### config.mk
export PLATFORM = sky130hd
export DESIGN_NAME = rd_cycle_track
export DESIGN_NICKNAME = d
export VERILOG_FILES = /design/src/rtl/rd_cycle_track.sv
export SDC_FILE = /design/constraint.sdc
export NUM_CORES = 1
export LEC_CHECK = 0
export BUFFER_PORTS_ARGS = -buffer_cell sky130_fd_sc_hd__buf_2
export CAP_MARGIN = 20
export CORE_ASPECT_RATIO = 1.75
export CORE_UTILIZATION = 45
export DETAILED_ROUTE_END_ITERATION = 12
export GPL_TIMING_DRIVEN = 0
export PLACE_DENSITY = 0.81
export SLEW_MARGIN = 20
export SYNTH_ARGS = -nofsm -noshare
export SYNTH_HDL_FRONTEND = slang
export SYNTH_SLANG_ARGS = --single-unit
### constraint.sdc
create_clock -name clk -period 3.6 [get_ports clk]
set_clock_uncertainty 0.1 [all_clocks]
set_input_delay 0.9 -clock clk [delete_from_list [all_inputs] [get_ports clk]]
set_output_delay 0.9 -clock clk [all_outputs]
set_load 0.01 [all_outputs]
### src/rtl/rd_cycle_track.sv
module rd_cycle_track #(
  parameter int DW = 32,
  parameter int CW = 4
) (
  input  logic          clk,
  input  logic          rst_n,
  input  logic          auto_mode,
  input  logic [1:0]    sw_idx,
  input  logic          burst_vld,
  input  logic          smp_ontime,
  input  logic          smp_late,
  input  logic [DW-1:0] burst_data,
  output logic [1:0]    cyc_idx,
  output logic          hit,
  output logic [DW-1:0] out_data,
  output logic          out_vld,
  output logic [CW-1:0] miss_cnt
);
  localparam logic [CW-1:0] CNT_MAX = '1;

  wire any_hit  = smp_ontime | smp_late;
  wire go_early = burst_vld & smp_ontime & ~smp_late;
  wire go_late  = burst_vld & ~smp_ontime & smp_late;
  wire miss     = burst_vld & ~any_hit;

  always_ff @(posedge clk) begin
    if (!rst_n) begin
      cyc_idx  <= 2'd0;
      hit      <= 1'b0;
      out_vld  <= 1'b0;
      out_data <= '0;
      miss_cnt <= '0;
    end else begin
      hit     <= burst_vld & any_hit;
      out_vld <= burst_vld & any_hit;
      if (burst_vld & any_hit) out_data <= burst_data;
      if (miss && miss_cnt != CNT_MAX) miss_cnt <= miss_cnt + 1'b1;
      if (!auto_mode)                        cyc_idx <= sw_idx;
      else if (go_early && cyc_idx != 2'd0)  cyc_idx <= cyc_idx - 2'd1;
      else if (go_late && cyc_idx != 2'd3)   cyc_idx <= cyc_idx + 2'd1;
    end
  end


  reset_state_chk: assert property (@(posedge clk) !rst_n |=> (cyc_idx == 2'd0 && miss_cnt == '0));

  fwd_chk: assert property (@(posedge clk) disable iff (!rst_n)
    (burst_vld && (smp_ontime || smp_late)) |=> (out_vld && out_data == $past(burst_data)));

  miss_fwd_chk: assert property (@(posedge clk) disable iff (!rst_n)
    (burst_vld && !smp_ontime && !smp_late) |=> !out_vld);

  miss_cnt_chk: assert property (@(posedge clk) disable iff (!rst_n)
    (burst_vld && !smp_ontime && !smp_late && miss_cnt != CNT_MAX) |=> miss_cnt == $past(miss_cnt) + 1'b1);

  idx_sat_chk: assert property (@(posedge clk) disable iff (!rst_n)
    (auto_mode && cyc_idx == 2'd3 && burst_vld && !smp_ontime && smp_late) |=> cyc_idx == 2'd3);

  idx_hold_chk: assert property (@(posedge clk) disable iff (!rst_n)
    (auto_mode && (!burst_vld || smp_ontime == smp_late)) |=> $stable(cyc_idx));

  sw_idx_chk: assert property (@(posedge clk) disable iff (!rst_n)
    !auto_mode |=> cyc_idx == $past(sw_idx));

  idle_chk: assert property (@(posedge clk) disable iff (!rst_n)
    !burst_vld |=> (!out_vld && $stable(miss_cnt)));
endmodule

==> results of run 1 <==
==> kinds of logic (layout without fill, tap and decap cells) <==
family / Yosys count / count (layout) / share of synthesized area
AOI/OAI and AO/OA: 43 / 43 / 0.159
xor gates and xnor gates: 4 / 4 / 0.0238
adders and majority gates: 1 / 1 / 0.00852
buffers and inverters: 14 / 100 / 0.0434
DFF: 39 / 39 / 0.532
muxes: 1 / 1 / 0.00937
and+or+nand+nor: 82 / 82 / 0.224
==> sequential cells by signal (all words and copies together), names as in the netlist <==
signal	count
out_data	32
miss_cnt	4
cyc_idx	2
out_vld	1
==> through the flow <==
step                power (uW)  hold slack [ns]
finish                     930            0.350
global route               974            0.371
CTS                        943            0.354
detailed placement         599            0.343
global placement           597            0.339
floorplan                  541            0.381
==> cell usage after synthesis <==
| library cell | count |
|---|---|
| a31oi_1 | 1 |
| o21ai_0 | 1 |
| o211ai_1 | 1 |
| buf_2 | 6 |
| clkbuf_1 | 2 |
| dfxtp_1 | 39 |
| nor2_1 | 6 |
| nand2_1 | 67 |
| ha_1 | 1 |
| buf_4 | 1 |
| o2111ai_1 | 1 |
| nand3b_1 | 1 |
| buf_1 | 2 |
| and3_1 | 1 |
| mux2i_2 | 1 |
| nor3b_1 | 1 |
| inv_1 | 3 |
| or4_1 | 1 |
| xor2_1 | 4 |
| a221oi_1 | 1 |
| o31ai_1 | 1 |
| o21ai_1 | 1 |
| o21a_1 | 2 |
| a21oi_1 | 34 |
| nor2b_1 | 1 |
| nand3_1 | 4 |
==> power groups by stage <==
stage / Combinational, uW / Sequential [uW] / Clock, uW
after floorplan: 53.1 / 488 / 0
after global placement: 120 / 476 / 0
after detailed placement: 122 / 477 / 0
after CTS: 123 / 467 / 353
after global routing: 137 / 470 / 367
final: 121 / 467 / 342
==> layout make-up <==
cell class	count	area [sq um]	share of cell area
flip-flops and latches	39	781	0.386
well taps	43	53.8	0.0266
repair buffers	79	395	0.196
multi-input cells	131	624	0.309
inverters	3	11.3	0.00557
plain buffers	11	52.6	0.0260
clock buffers	6	72.6	0.0359
clock inverters	1	30.0	0.0149
==> routing by layer <==
metal,routed length (microns),part of all wire
met5,0,0
met4,59,0.018
met3,195,0.059
met2,1740,0.53
met1,1320,0.40
==> worst max path at each step <==
stage                               to  startpoint
final                       cyc_idx[0]  cyc_idx[0]
after global placement    out_data[10]       rst_n
after CTS                   cyc_idx[0]  cyc_idx[0]
after detailed placement  out_data[11]       rst_n
after floorplan             cyc_idx[0]  smp_ontime
after global routing      out_data[19]       rst_n
==> metrics.csv, run 1 <==
stage;metric;value;unit
clock_network;htree_levels;2;
clock_network;cts_made_buffers;5;
clock_network;post-cts-setup-buffer-count;0;
timing;rsz0062_at_grt;no;
logic_synthesis;synth_cells;184;
placed_design;io_buffers;79;
cells_and_area;area_growth;37.6;%
logic_synthesis;ys_warn_count;0;
grt;grt.total_usage;0.213;
min_path;hold_depth;2;
placed_design;gp_congestion;0.745;
grt;antenna_found_initial;0;
cells_and_area;antenna_cells;0;
placed_design;postPlaceCellArea;0.00192;sq mm
critical_path;max_stage_delay;0.46;ns
logic_synthesis;synth.area.top_cells;dfxtp_1, nand2_1, a21oi_1, xor2_1, buf_2;
drt;ant_nets;0;
grt;grt_util_met2;0.397;
critical_path;critPathTopFamily;flip-flops;
timing;worst_pin_slew;0.449;ns
power;p_leak;0.000984;uW
grt;busiest_layer;met2;
cells_and_area;final_common_cell;buf_2;
grt;grt_max_degree;12;
placed_design;dp_hpwl;2.47;mm
critical_path;path_depth;1;
logic_synthesis;ys_types;26;
power;switchingPower;219;uW
critical_path;cpMaxStageDelayCell;dfxtp_1;
logic_synthesis;syn_area_per_cell;7.98;sq um
cells_and_area;final_nets;311;
drt;drcViolationCount;0;
critical_path;reg2reg_slack;2.14;ns
clock_network;path_clk_slew;0.07;ns
power;clkPwrFrac;0.368;
placed_design;preCtsSetupSlack;1.39;ns
critical_path;crit_fanout;7;
drt;firstDrtPassIters;4;
timing;fin_ws;1.68;ns
critical_path;cp.arrival;0.92;ns
critical_path;reg2reg_to;cyc_idx[0];
drt;finalWirelength;3.32;mm
drt;routed_via_density;4.73;
cells_and_area;fin_util;0.643;
cells_and_area;fin_area;0.00202;sq mm
timing;period_needed;1.92;ns
critical_path;crit_type;reg -> out;
timing;slew_viol_final;0;
logic_synthesis;synth_top_area_frac;0.532;
drt;vias;1480;
grt;grt_use_met3;0.0581;
logic_synthesis;ys_seq_area_frac;0.532;
timing;relSlewSlack;0.701;
power;p_comb_frac;0.130;
power;power.internal;712;uW
timing;max_freq;0.521;GHz
cells_and_area;final_cell_count_no_fill;313;
logic_synthesis;yosys.area.top_type;dfxtp_1;
outcome;outcome;complete, no violations;
power;power-per-cell-area;460;mW/mm^2
grt;grt_pass1_vias;1404;
grt;met1_usage;0.197;
grt;grt_first_pass_wirelength;5.58;mm
die;initial_core_util;0.468;
die;rows;27;
job;maxCapViolations;0;
drt;wl_per_cell;10.6;microns
die;core;0.00314;sq mm
logic_synthesis;ys_ff_latch;39;
timing;setup_viol;0;
drt;drtIter0Drc;19;
critical_path;r2r-start;cyc_idx[0];
timing;fin_crit_sh;0.533;
placed_design;dpl.cell_count;306;
cells_and_area;layout_common_cells;buf_2, nand2_1, dfxtp_1;
clock_network;insertion_delay;0.28;ns
critical_path;rr_worst_depth;4;
power;p_sw_frac;0.235;
clock_network;cts.path.max_buffers;2;
die;die-area;0.00351;sq mm
clock_network;cts_sinks;39;
min_path;min_delay_worst_endpoint;out_data[6];
critical_path;required;2.60;ns
clock_network;cts_resized;0;
clock_network;cts_hold_buf;0;
cells_and_area;fill_cells;319;
logic_synthesis;syn-num-nets;225;
critical_path;start_kind;flop;
clock_network;root_buffer;clkbuf_8;
min_path;hp-start;out_data[6];
die;fp.dieW;45.2;microns
logic_synthesis;synth_area;0.00147;sq mm
grt;overflow;0;
timing;tns;0;ns
timing;hold_viol;0;
die;ios;80;
critical_path;end_kind;output pin;
critical_path;critPathBufInv;1;
die;die_y;77.6;microns
power;peakVddDrop;401;uV
clock_network;cts_tree;done;
power;pwr-share-seq;0.502;
cells_and_area;drive_gt1_frac;0.344;
min_path;min_path_type;reg -> reg;
critical_path;path_cells;buf_2;
No activity file was read; power rests on OpenSTA's default activity.
==> inputs of run 2 (changes only) <==
--- a/config.mk
+++ b/config.mk
@@ -5,13 +5,14 @@
 export SDC_FILE = /design/constraint.sdc
 export NUM_CORES = 1
 export LEC_CHECK = 0
+export ABC_AREA = 1
 export BUFFER_PORTS_ARGS = -buffer_cell sky130_fd_sc_hd__buf_2
 export CAP_MARGIN = 20
 export CORE_ASPECT_RATIO = 1.75
-export CORE_UTILIZATION = 45
+export CORE_UTILIZATION = 40
 export DETAILED_ROUTE_END_ITERATION = 12
 export GPL_TIMING_DRIVEN = 0
-export PLACE_DENSITY = 0.81
+export PLACE_DENSITY = 0.75
 export SLEW_MARGIN = 20
 export SYNTH_ARGS = -nofsm -noshare
 export SYNTH_HDL_FRONTEND = slang
==> constraint.sdc (replaced) <==
create_clock -name clk -period 1.55 [get_ports clk]
set_clock_uncertainty 0.1 [all_clocks]
set_input_delay 0.3875 -clock clk [delete_from_list [all_inputs] [get_ports clk]]
set_output_delay 0.3875 -clock clk [all_outputs]
set_load 0.01 [all_outputs]
==> run 2 against run 1 <==
Net effect: synthesized cell count increased by 11%; non-clock buffer count is 1 lower; hold slack got worse by 0.13 ns; critical endpoint is now miss_cnt[0]; largest power group unchanged.
==> metrics.csv, run 2 <==
stage;metric;value;unit;change
logic_synthesis;ys_types;21;;-19%
placed_design;io_buffers;78;;-1.3%
clock_network;cts.path.max_buffers;2;;unchanged
power;p_leak;0.00111;uW;+13%
cells_and_area;regArea;781;sq um;unchanged
die;die-area;0.00417;sq mm;+19%
clock_network;cts_tree;done;;
drt;routed_via_density;4.70;;-0.68%
critical_path;reg2reg_slack;0.21;ns;-1.93 ns
critical_path;cpMaxStageDelayCell;dfxtp_1;;
grt;grt_max_degree;12;;unchanged
cells_and_area;fill_cells;371;;+16%
logic_synthesis;synth_top_area_frac;0.500;;-0.0315
placed_design;postPlaceCellArea;0.00201;sq mm;+4.8%
timing;setup_viol;0;;unchanged
cells_and_area;largest_reg_flops;32;;unchanged
drt;drtIter0Drc;27;;+8
die;fp.dieW;49.2;microns;+8.9%
logic_synthesis;ys_warn_count;0;;unchanged
critical_path;critPathBufInv;1;;unchanged
cells_and_area;final_nets;330;;+6.1%
clock_network;cts_sinks;39;;unchanged
min_path;min_path_type;in -> reg;;
logic_synthesis;ys_ff_latch;39;;unchanged
die;ios;80;;unchanged
logic_synthesis;yosysMostFrequentCell;nor2_1;;
cells_and_area;drive_gt1_frac;0.383;;+0.0383
die;die_y;84.7;microns;+9.1%
timing;hold_viol;0;;unchanged
clock_network;cts_resized;0;;unchanged
die;core;0.00366;sq mm;+17%
logic_synthesis;async_flop_share;0;;unchanged
logic_synthesis;synth_cells;204;;+11%
critical_path;cp.arrival;1.41;ns;+0.49 ns
drt;wl_per_cell;10.7;microns;+0.79%
drt;drcViolationCount;0;;unchanged
logic_synthesis;synth.area.top_cells;dfxtp_1, nor2_1, o21ai_0, nor2_2, nand2_1;;
logic_synthesis;syn-num-nets;245;;+8.9%
timing;rsz0062_at_grt;no;;
job;maxCapViolations;0;;unchanged
timing;slew_viol_final;0;;unchanged
critical_path;path_cells;ha_1 > nand3_1 > nand3_1 > inv_1 > o21ai_0 > a21oi_1;;
critical_path;crit_type;reg -> reg;;
cells_and_area;top_register;out_data;;
grt;grt_first_pass_wirelength;6.05;mm;+8.4%
cells_and_area;fin_area;0.00211;sq mm;+4.4%
die;initial_core_util;0.426;;-0.0415
logic_synthesis;syn_area_per_cell;7.65;sq um;-4.1%
cells_and_area;largestRegisters;out_data (32), miss_cnt (4), cyc_idx (2);;
drt;ant_nets;0;;unchanged
drt;vias;1578;;+6.6%
critical_path;crit_fanout;5;;-2
logic_synthesis;ys_dominant_reg_cell;dfxtp_1;;
timing;worst_pin_slew;0.168;ns;-0.281 ns
cells_and_area;antenna_cells;0;;unchanged
drt;finalWirelength;3.59;mm;+8.2%
clock_network;insertion_delay;0.28;ns;about the same
timing;period_needed;1.34;ns;
critical_path;max_stage_delay;0.40;ns;-0.06 ns
critical_path;critPathTopFamily;flip-flops;;
placed_design;gp_congestion;0.733;;-1.6%
power;power-per-cell-area;1060;mW/mm^2;+130%
drt;firstDrtPassIters;4;;unchanged
logic_synthesis;synth_edf_count;0;;unchanged
cells_and_area;final_common_cell;buf_2;;
grt;antenna_found_initial;0;;unchanged
outcome;outcome;complete, no violations;;
logic_synthesis;ys_seq_area_frac;0.500;;-0.0315
grt;grt.total_usage;0.185;;-0.0284
clock_network;cts_hold_buf;0;;unchanged
cells_and_area;layout_common_cells;buf_2, nor2_1, dfxtp_1;;
critical_path;start_kind;flop;;
logic_synthesis;yosys.area.top_type;dfxtp_1;;
cells_and_area;area_growth;35.1;%;
placed_design;dp_hpwl;2.68;mm;+8.4%
clock_network;htree_levels;2;;unchanged
logic_synthesis;synthTopCellsByCount;nor2_1, dfxtp_1, o21ai_0;;
clock_network;root_buffer;clkbuf_8;;
die;rows;29;;+7.4%
power;peakVddDrop;853;uV;+110%
critical_path;cpMostUsedCell;nand3_1;;
cells_and_area;multi_input_area;646;sq um;+3.4%
critical_path;end_kind;flop;;
grt;grt_pass1_vias;1469;;+4.6%
critical_path;required;1.62;ns;-0.98 ns
timing;max_freq;0.745;GHz;
grt;overflow;0;;unchanged
clock_network;cts_made_buffers;5;;unchanged
timing;relSlewSlack;0.887;;+0.186
clock_network;post-cts-setup-buffer-count;0;;unchanged
logic_synthesis;synth_area;0.00156;sq mm;+6.3%
timing;fin_crit_sh;0.866;;
clock_network;path_clk_slew;0.07;ns;about the same
timing;tns;0;ns;unchanged
==> run 2: cell types whose count changed after synthesis, sizes merged, moves of 2 or more <==
cell    delta
nand2     -50
a21oi     -32
o21ai     +34
xor2       -4
nand3      +2
buf        +2
o21a       -2
inv        +9
clkbuf     -2
nor2      +71
==> run 2: path summary, 6_finish.rpt <==
kind | startpoint | end | cells past startpoint
worst max-delay path | miss_cnt[0] | miss_cnt[0] | 6
worst min-delay path | burst_data[13] | out_data[13] | 3
worst max register to register | miss_cnt[0] | miss_cnt[0] | 6
worst min register to register | out_data[9] | out_data[9] | 2
==> run 2: area by class of cell <==
cell class	count	share of cell area
repair buffers	78	0.185
plain buffers	11	0.0415
multi-input cells	142	0.306
flip-flops and latches	39	0.370
well taps	46	0.0273
clock buffers	8	0.0474
inverters	12	0.0225
==> run 2: metal layers <==
| layer | GRT usage | vias to the layer above | routed length, microns |
|---|---|---|---|
| met5 | 0 | - | 0 |
| met4 | 0.0775 | 0 | 37 |
| met3 | 0.0471 | 4 | 201 |
| li1 | - | 811 | - |
| met2 | 0.330 | 54 | 1890 |
| met1 | 0.201 | 709 | 1460 |
==> run 2: worst min-delay path, delay by kind of cell <==
kind,cells,cell delay (ns)
and+or+nand+nor,2,0.11
buffers and inverters,1,0.07
==> run 2: power breakdown <==
group	internal, uW	switching [uW]
Sequential	1080	40.0
Combinational	170	213
Clock	406	323
Total	1660	577
==> run 2: metrics by stage <==
stage               worst slack, ns  instances  utilization  hold slack, ns  total power [uW]
floorplan                     0.274        204            -           0.400              1360
global placement              0.234        328        0.548           0.376              1520
detailed placement            0.211        328        0.548           0.386              1530
CTS                           0.195        336        0.576           0.215              2280
global route                  0.103        336        0.576           0.216              2370
finish                        0.207        336        0.576           0.222              2230
==> run 2: cell families (layout without fill, tap and decap cells) <==
kind of cell | count (synthesis) | in the layout | share of synthesized area
DFF | 39 | 39 | 0.500
xor gates and xnor gates | 1 | 1 | 0.00561
buffers and inverters | 23 | 109 | 0.0865
and+or+nand+nor | 102 | 102 | 0.278
AOI/OAI and AO/OA | 38 | 38 | 0.122
adders and majority gates | 1 | 1 | 0.00801
